===== config.mk =====
export PLATFORM = sky130hd
export DESIGN_NAME = thermal_trip_monitor
export DESIGN_NICKNAME = d
export VERILOG_FILES = /design/src/rtl/thermal_trip_pkg.sv /design/src/rtl/trip_channel.sv /design/src/rtl/trip_regs.sv /design/src/rtl/thermal_trip_monitor.sv
export SDC_FILE = /design/constraint.sdc
export NUM_CORES = 1
export LEC_CHECK = 0
export ABC_AREA = 1
export ABC_CLOCK_PERIOD_IN_PS = 3100
export BUFFER_PORTS_ARGS = -buffer_cell sky130_fd_sc_hd__buf_2
export CAP_MARGIN = 20
export CORE_ASPECT_RATIO = 0.9
export CORE_MARGIN = 4
export CORE_UTILIZATION = 64
export DETAILED_ROUTE_END_ITERATION = 7
export PLACE_DENSITY = 0.92
export SYNTH_ARGS = -nofsm -noshare
export SYNTH_HDL_FRONTEND = slang
export SYNTH_SLANG_ARGS = --single-unit

===== constraint.sdc =====
create_clock -name clk -period 3.1 [get_ports clk]
set_input_delay 0 -clock clk [delete_from_list [all_inputs] [get_ports clk]]
set_output_delay 0 -clock clk [all_outputs]
set_load 0.01 [all_outputs]

===== src/rtl/thermal_trip_pkg.sv =====
package thermal_trip_pkg;
  localparam int unsigned TT_STATUS_OFS = 'h44;
  localparam int unsigned TT_MASK_OFS   = 'h48;
  localparam int unsigned TT_ALARM_BASE = 'h50;
  localparam int unsigned TT_SHUT_BASE  = 'h60;
  localparam int unsigned TT_CH_STRIDE  = 4;
  localparam int unsigned TT_HOT_LSB    = 16;
  localparam int unsigned TT_REL_LSB    = 0;
  localparam int unsigned TT_SHUT_BIT0  = 4;
endpackage


===== src/rtl/trip_channel.sv =====
module trip_channel #(
  parameter int CW = 12
) (
  input  logic          clk,
  input  logic          rst_n,
  input  logic          valid,
  input  logic [CW-1:0] code,
  input  logic [CW-1:0] alarm_lvl,
  input  logic [CW-1:0] rel_lvl,
  input  logic [CW-1:0] shut_lvl,
  output logic          alarm_evt,
  output logic          shut_evt,
  output logic          in_alarm
);
  // Hotter means smaller code: "reached" is an unsigned at-or-below test.
  function automatic logic reached(input logic [CW-1:0] c, input logic [CW-1:0] lvl);
    return c <= lvl;
  endfunction

  function automatic logic released(input logic [CW-1:0] c, input logic [CW-1:0] lvl);
    return c > lvl;
  endfunction

  logic hot_now, rel_now;
  assign hot_now   = valid && reached(code, alarm_lvl);
  assign rel_now   = valid && released(code, rel_lvl);
  assign alarm_evt = !in_alarm && hot_now;
  assign shut_evt  = valid && reached(code, shut_lvl);

  always_ff @(posedge clk or negedge rst_n) begin
    if (!rst_n)         in_alarm <= 1'b0;
    else if (alarm_evt) in_alarm <= 1'b1;
    else if (in_alarm && rel_now) in_alarm <= 1'b0;
  end

  a_r4_trip_enters_alarm: assert property (@(posedge clk) disable iff (!rst_n)
    alarm_evt |=> in_alarm);
  a_r5_hold_below_release: assert property (@(posedge clk) disable iff (!rst_n)
    (in_alarm && valid && (code <= rel_lvl)) |=> in_alarm);
  a_r5_no_event_while_held: assert property (@(posedge clk) disable iff (!rst_n)
    in_alarm |-> !alarm_evt);
  a_r7_idle_keeps_state: assert property (@(posedge clk) disable iff (!rst_n)
    !valid |=> $stable(in_alarm));
endmodule


===== src/rtl/trip_regs.sv =====
module trip_regs
  import thermal_trip_pkg::*;
#(
  parameter int NCH = 3,
  parameter int CW  = 12,
  parameter int AW  = 8,
  parameter int DW  = 32
) (
  input  logic              clk,
  input  logic              rst_n,
  input  logic              reg_wr,
  input  logic [AW-1:0]     reg_addr,
  input  logic [DW-1:0]     reg_wdata,
  output logic [DW-1:0]     reg_rdata,
  input  logic [NCH-1:0]    alarm_evt,
  input  logic [NCH-1:0]    shut_evt,
  output logic [NCH*CW-1:0] alarm_lvl,
  output logic [NCH*CW-1:0] rel_lvl,
  output logic [NCH*CW-1:0] shut_lvl,
  output logic              irq
);
  function automatic logic [AW-1:0] alarm_addr(input int ch);
    return AW'(TT_ALARM_BASE + TT_CH_STRIDE * ch);
  endfunction
  function automatic logic [AW-1:0] shut_addr(input int ch);
    return AW'(TT_SHUT_BASE + TT_CH_STRIDE * ch);
  endfunction

  logic              unused_wdata;
  logic [NCH-1:0]    a_st, s_st, a_msk, s_msk;
  logic              st_wr, msk_wr;
  logic [NCH-1:0]    a_clr, s_clr;

  assign unused_wdata = ^reg_wdata;
  assign st_wr  = reg_wr && (reg_addr == AW'(TT_STATUS_OFS));
  assign msk_wr = reg_wr && (reg_addr == AW'(TT_MASK_OFS));
  assign a_clr  = st_wr ? reg_wdata[NCH-1:0] : '0;
  assign s_clr  = st_wr ? reg_wdata[TT_SHUT_BIT0 +: NCH] : '0;

  // Sticky status: a new event outranks a same-cycle clear.
  always_ff @(posedge clk or negedge rst_n) begin
    if (!rst_n) begin
      a_st <= '0;
      s_st <= '0;
    end else begin
      a_st <= (a_st & ~a_clr) | alarm_evt;
      s_st <= (s_st & ~s_clr) | shut_evt;
    end
  end

  always_ff @(posedge clk or negedge rst_n) begin
    if (!rst_n) begin
      a_msk <= '0;
      s_msk <= '0;
    end else if (msk_wr) begin
      a_msk <= reg_wdata[NCH-1:0];
      s_msk <= reg_wdata[TT_SHUT_BIT0 +: NCH];
    end
  end

  assign irq = |{a_st & a_msk, s_st & s_msk};

  for (genvar ch = 0; ch < NCH; ch++) begin : g_lvl
    logic [CW-1:0] hot_q, rel_q, shut_q;
    always_ff @(posedge clk or negedge rst_n) begin
      if (!rst_n) begin
        hot_q <= '0;
        rel_q <= '0;
      end else if (reg_wr && reg_addr == alarm_addr(ch)) begin
        hot_q <= reg_wdata[TT_HOT_LSB +: CW];
        rel_q <= reg_wdata[TT_REL_LSB +: CW];
      end
    end
    always_ff @(posedge clk or negedge rst_n) begin
      if (!rst_n) shut_q <= '0;
      else if (reg_wr && reg_addr == shut_addr(ch)) shut_q <= reg_wdata[TT_HOT_LSB +: CW];
    end
    assign alarm_lvl[ch*CW +: CW] = hot_q;
    assign rel_lvl[ch*CW +: CW]   = rel_q;
    assign shut_lvl[ch*CW +: CW]  = shut_q;

    a_r6_shut_sticks: assert property (@(posedge clk) disable iff (!rst_n)
      shut_evt[ch] |=> s_st[ch]);
    a_r8_clear_works: assert property (@(posedge clk) disable iff (!rst_n)
      (st_wr && reg_wdata[ch] && !alarm_evt[ch]) |=> !a_st[ch]);
    a_r8_status_holds: assert property (@(posedge clk) disable iff (!rst_n)
      (a_st[ch] && !(st_wr && reg_wdata[ch])) |=> a_st[ch]);
  end

  always_comb begin
    reg_rdata = '0;
    if (reg_addr == AW'(TT_STATUS_OFS)) begin
      reg_rdata[NCH-1:0] = a_st;
      reg_rdata[TT_SHUT_BIT0 +: NCH] = s_st;
    end
    if (reg_addr == AW'(TT_MASK_OFS)) begin
      reg_rdata[NCH-1:0] = a_msk;
      reg_rdata[TT_SHUT_BIT0 +: NCH] = s_msk;
    end
    for (int ch = 0; ch < NCH; ch++) begin
      if (reg_addr == alarm_addr(ch)) begin
        reg_rdata[TT_HOT_LSB +: CW] = alarm_lvl[ch*CW +: CW];
        reg_rdata[TT_REL_LSB +: CW] = rel_lvl[ch*CW +: CW];
      end
      if (reg_addr == shut_addr(ch))
        reg_rdata[TT_HOT_LSB +: CW] = shut_lvl[ch*CW +: CW];
    end
  end

  a_r9_irq_rise_has_cause: assert property (@(posedge clk) disable iff (!rst_n)
    $rose(irq) |-> $past((|alarm_evt) || (|shut_evt) || msk_wr));
endmodule


===== src/rtl/thermal_trip_monitor.sv =====
module thermal_trip_monitor #(
  parameter int NCH = 3,
  parameter int CW  = 12,
  parameter int AW  = 8,
  parameter int DW  = 32
) (
  input  logic              clk,
  input  logic              rst_n,
  input  logic [NCH-1:0]    smp_valid,
  input  logic [NCH*CW-1:0] smp_code,
  input  logic              reg_wr,
  input  logic [AW-1:0]     reg_addr,
  input  logic [DW-1:0]     reg_wdata,
  output logic [DW-1:0]     reg_rdata,
  output logic              irq
);
  logic [NCH-1:0]    alarm_evt, shut_evt, in_alarm;
  logic [NCH*CW-1:0] alarm_lvl, rel_lvl, shut_lvl;

  trip_regs #(.NCH(NCH), .CW(CW), .AW(AW), .DW(DW)) regs_i (
    .clk, .rst_n, .reg_wr, .reg_addr, .reg_wdata, .reg_rdata,
    .alarm_evt, .shut_evt, .alarm_lvl, .rel_lvl, .shut_lvl, .irq
  );

  for (genvar ch = 0; ch < NCH; ch++) begin : g_ch
    trip_channel #(.CW(CW)) chan_i (
      .clk, .rst_n,
      .valid     (smp_valid[ch]),
      .code      (smp_code[ch*CW +: CW]),
      .alarm_lvl (alarm_lvl[ch*CW +: CW]),
      .rel_lvl   (rel_lvl[ch*CW +: CW]),
      .shut_lvl  (shut_lvl[ch*CW +: CW]),
      .alarm_evt (alarm_evt[ch]),
      .shut_evt  (shut_evt[ch]),
      .in_alarm  (in_alarm[ch])
    );
  end

  a_r11_event_needs_own_strobe: assert property (@(posedge clk) disable iff (!rst_n)
    ((alarm_evt | shut_evt) & ~smp_valid) == '0);
  a_r1_irq_low_after_reset: assert property (@(posedge clk)
    $rose(rst_n) |-> !irq);
endmodule


==> Yosys cells after proc, flatten, opt, wreduce, memory -nomap -nowiden <==
Cells that the tools add are included.
{ "classes": {"n_lt_le_gt_ge": 9, "n_eq_ne": 8, "mux": 21, "bitwise_logic": 8, "n_reduce_logical": 30} }
{ "ops": {"columns": ["op", "count"], "rows": [
  ["12-bit two-way mux", 9],
  ["12-bit <= comparator", 6],
  ["8-bit by 7-bit equality test with 1-bit output (second input constant)", 8],
  ["12-bit greater-than comparator", 3],
  ["1-bit logical AND", 23],
  ["3-bit two-way mux", 6],
  ["3-bit AND", 4],
  ["1-bit two-way mux", 6],
  ["3-bit inverter", 2],
  ["3-bit OR", 2],
  ["2-bit nonzero test", 3],
  ["6-bit OR reduction", 1],
  ["1-bit zero test", 3]
]} }
{ "word_totals": {"register_bits": 123, "inputBits": 82, "out_inout_bits": 33, "wordCells": 92} }

==> Depth between registers and ports, before layout <==
{ "logic_depth": {"word_depth": 7, "ltp_mapped": 12, "ltp_nobuf": 12} }

==> By module <==
Synthesis repeated with hierarchy kept, for this count alone.
{ "unflattened": {"cells_unflattened": 1202, "hier_area_um2": 8822.2} }
{ "modules_own_cells": {"columns": ["module", "instances", "cells_each", "area_per_inst_um2", "seq_area_each_um2"], "rows": [
  ["trip_regs", 1, 680, 5631.7, 3002.9],
  ["trip_channel", 3, 174, 1063.5, 25.0]
]} }

==> Worst setup path after synthesis <==
OpenSTA, ideal clock, no wires.
{ "synth_timing": {"path_kind": "flip-flop to flip-flop", "startpoint": "register regs_i.g_lvl[2].hot_q[11]", "endpoint": "register regs_i.a_st[2]", "setup_time_ps": 121, "arrival_time_ps": 1206, "required_ps": 2979, "slack_ps": 1773, "stages_incl_launch_ff": 11, "path_buffers": 0, "synth_period_minus_slack_ps": 1327, "path_cell_list": "dfrtp_1 > inv_1 > ha_1 > nand2_1 > nor2_1 > and2_1 > nand2_1 > nand3_1 > nand2_1 > nand2_1 > nand2_1"} }
{ "synth_via": {"elab_chain_len": 4} }
{ "synth_rtl": {"columns": ["element", "line", "rtl"], "rows": [
  ["from (decl)", "trip_regs.sv:64", "logic [CW-1:0] hot_q, rel_q, shut_q;"],
  ["from (signal assigned)", "trip_regs.sv:70", "hot_q <= reg_wdata[TT_HOT_LSB +: CW];"],
  ["12-bit <= comparator", "trip_channel.sv:17", "return c <= lvl;"],
  ["1-bit logical AND", "trip_channel.sv:25", "assign hot_now = valid && reached(code, alarm_lvl);"],
  ["1-bit logical AND", "trip_channel.sv:27", "assign alarm_evt = !in_alarm && hot_now;"],
  ["3-bit OR", "trip_regs.sv:46", "a_st <= (a_st & ~a_clr) | alarm_evt;"],
  ["to (signal assigned)", "trip_regs.sv:46", null],
  ["to (decl)", "trip_regs.sv:30", "logic [NCH-1:0] a_st, s_st, a_msk, s_msk;"]
]} }
No other way between the ends.
A chain may end at the register's enable or synchronous reset.

==> Final worst setup path <==
{ "layout_timing": {"startpoint": "input port reg_addr[0]", "endpoint": "register regs_i.g_lvl[0].hot_q[7]"} }
{ "layout_via": {"elab_chain_len": 2} }
{ "layout_rtl": {"columns": ["element", "line", "rtl"], "rows": [
  ["from (decl)", "thermal_trip_monitor.sv:12", "input logic [AW-1:0] reg_addr,"],
  ["8-bit by 7-bit equality test with 1-bit output", "trip_regs.sv:69", "end else if (reg_wr && reg_addr == alarm_addr(ch)) begin"],
  ["1-bit logical AND", "trip_regs.sv:69", null],
  ["to (signal assigned)", "trip_regs.sv:70", null],
  ["to (decl)", "trip_regs.sv:64", null]
]} }
No other way between the ends.

==> impl_metrics.csv <==
group,metric,value,unit
clock_tree,clockRootBuffer,"clkbuf_16",
timing,slew_headroom,0.3341,
clock_tree,htreeDepth,4,
routing,ant_nets,0,
logic_synthesis,netlist_area,8632,um^2
logic_synthesis,yosysWarnings,0,
routing,drc,0,
setup_path,cp.arrival,2320,ps
timing,worst_pin_slew,995.4,ps
timing,grt_setup_unrepaired,"no",
finish,fillers,855,
clock_tree,cts_buffers,17,
logic_synthesis,avgSynthCellArea,7.372,um^2
timing,finalSetupViolCount,0,
global_route,grt_pass1_vias,8170,
setup_path,critPathKind,"input pin to register",
logic_synthesis,ys_ff_latch,123,
global_route,grt.total_usage,0.3421,
timing,min_period_over_period,0.6546,
timing,tns,0,ps
status,status,"finished, final reports clean",
power_and_ir_drop,total_power,4.440,mW
logic_synthesis,syn_inst,1171,
finish,nets,1475,
setup_path,crit_fanout,48,
timing,slew_viol_final,0,
logic_synthesis,synthArstFlopShare,1.000,
setup_path,cp-start-kind,"input pin",
logic_synthesis,synth_flop_cell,"dfrtp_1",
clock_tree,path_clk_slew,60,ps
logic_synthesis,ys_seq_area_frac,0.3566,
floorplan,design.core.area,12930,um^2
floorplan,ios,115,
timing,max_freq,0.4928,GHz
timing,fin_skew,11.16,ps
logic_synthesis,synth_edf_count,0,
power_and_ir_drop,power_density,443.9,nW/um^2
routing,wl_per_cell,17.63,um
power_and_ir_drop,p_leak,5.172,nW
setup_path,critical_path.endpoint_type,"register",
clock_tree,clkSinkCount,123,
routing,drtPass1Iterations,6,
floorplan,floorplan.rows,39,
floorplan,dieWidth,130.4,um
routing,initialDrtViolationCount,993,
floorplan,dieHeight,118.2,um
global_route,grt_pass1_wl,40.92,mm
routing,wl,25.76,mm
logic_synthesis,ys_types,34,
finish,diodes,0,
place,hpwl,18.30,mm
place,gp_congestion,0.9944,
clock_tree,worstSkewPairLatency,420,ps
clock_tree,cts_tree,"built",
routing,via_per_inst,5.755,
clock_tree,ctsResizeCount,0,
global_route,overflow,0,
timing,period_minus_slack,2029,ps
floorplan,start_util,0.6675,
finish,synthToLayoutAreaGrowth,15.86,%
global_route,grt_max_degree,58,
clock_tree,clockBufferDepth,2,
place,io_buffers,98,
global_route,antenna_found_initial,1,
power_and_ir_drop,irDropWorstVdd,0.0004060,V
job,drv_cap,0,
finish,drive_gt1_frac,0.1280,
routing,route.vias.total,8408,
floorplan,fp.dieArea,15410,um^2
min_path,worst_hold_path_type,"input pin to async pin",
timing,finalHoldViolations,0,
setup_path,crit_required,3390,ps
[final timing paths]
kind,start,to,slack (ps),cells after the start
worst max-delay path,reg_addr[0],regs_i.g_lvl[0].hot_q[7],1070,8
worst min-delay path,rst_n,regs_i.a_st[0],190,2
worst max register to register,regs_i.g_lvl[2].hot_q[7],g_ch[2].chan_i.in_alarm,1400,10
worst min register to register,g_ch[0].chan_i.in_alarm,g_ch[0].chan_i.in_alarm,480,2
max in group asynchronous,rst_n,regs_i.g_lvl[1].hot_q[7],2150,3
min in group clk,reg_wr,regs_i.s_st[2],200,4
[kinds of logic (layout without fill, tap and decap cells)]
logic type | count (synthesis) | count (layout) | share of synthesized area
buffers and inverters | 249 | 368 | 0.1222
other | 1 | 8 | 0.0004344
AOI/OAI and AO/OA | 175 | 175 | 0.1123
adders and majority gates | 108 | 108 | 0.1565
DFF | 123 | 123 | 0.3566
and+or+nand+nor | 515 | 515 | 0.2519
[metal layers]
| metal | vias up | wire [um] | global-route usage |
|---|---|---|---|
| met5 | - | 13 | 0 |
| met4 | 2 | 1273 | 0.1562 |
| met3 | 120 | 3128 | 0.09833 |
| met2 | 519 | 11850 | 0.5426 |
| met1 | 3845 | 9490 | 0.4327 |
| li1 | 3922 | - | - |
[critical path: stages]
cell and delay [ps]:
buf_2 100, inv_2 80, nand2_2 120, nor2_4 340, nand2_2 430, inv_2 180, nand2_2 550, o21ai_0 500
[power by group]
| part | leakage [nW] | total [mW] | switching (mW) | internal, mW |
|---|---|---|---|---|
| clock network | 0.293 | 2.03 | 0.718 | 1.31 |
| logic | 3.24 | 0.658 | 0.407 | 0.252 |
| registers | 1.64 | 1.76 | 0.0672 | 1.69 |
[synth_stat cells (5+ instances only)]
library cell  count  share of area
nand3_1          40          0.023
buf_4             8         0.0070
dfrtp_1         123           0.36
o21ai_0          73          0.042
o21ai_1          47          0.027
ha_1            108           0.16
a21oi_1          27          0.016
buf_2            15         0.0087
nand4_1          23          0.017
inv_1           202          0.088
buf_6             9          0.012
and2_1            6         0.0043
o21ai_2          12          0.012
inv_2             5         0.0022
clkbuf_1          7         0.0030
nand2_1         357           0.16
a21o_1            9         0.0078
nor2_1           69          0.030
o221ai_1          6         0.0061
nand2_2           8         0.0058
[registers in the layout, summed over array words and instances (netlist names)]
register and flops:
regs_i.g_lvl.hot_q 36, regs_i.g_lvl.rel_q 36, regs_i.g_lvl.shut_q 36, g_ch.chan_i.in_alarm 3, regs_i.a_msk 3, regs_i.a_st 3
regs_i.s_msk 3, regs_i.s_st 3
[stage by stage]
step / cells / util / cell area [um^2] / hold WS, ps / setup WS, ps
after floorplan: 1178 / - / 8658 / -295.6 / 1773
after global placement: 1402 / 0.7053 / 9120 / 107.2 / 998.2
after detailed placement: 1402 / 0.7053 / 9120 / 102.7 / 878.6
after CTS: 1461 / 0.7734 / 10000 / 180.0 / 1191
after global routing: 1461 / 0.7734 / 10000 / 246.9 / 964.5
final: 1461 / 0.7734 / 10000 / 193.5 / 1071
[repair_timing]
action                                 CTS  global route
hold buffers                            28             0
setup buffers                            0             0
endpoints found under the hold margin  137             0
[cell type report]
type                       count  area [um^2]  area share
clock buffer                  26        519.2     0.05192
timing repair buffer         129        808.3     0.08082
inverter                     208        783.3     0.07832
sequential                   123         3078      0.3078
tap                          164        205.2     0.02052
multi-input combinational    806         4526      0.4525
clock inverter                 5        81.33    0.008132
[cell usage in the layout (no fill, tap or decap), types with 2 or more instances in the layout]
cell type      netlist  layout
nand2_1            357     357
inv_1              202     202
dfrtp_1            123     123
ha_1               108     108
buf_2               15      97
o21ai_0             73      73
nor2_1              69      69
o21ai_1             47      47
nand3_1             40      40
dlygate4sd3_1        0      28
a21oi_1             27      27
nand4_1             23      23
clkbuf_16            0      17
o21ai_2             12      12
a21o_1               9       9
nand2_2              8       8
conb_1               1       8
and2_1               6       6
o221ai_1             6       6
clkbuf_8             0       6
inv_2                5       5
clkbuf_1             7       3
buf_4                8       3
nand2_4              2       2
nor2_2               2       2
nor3_4               2       2
bufinv_16            0       2
(Power assumes the default switching activity.)
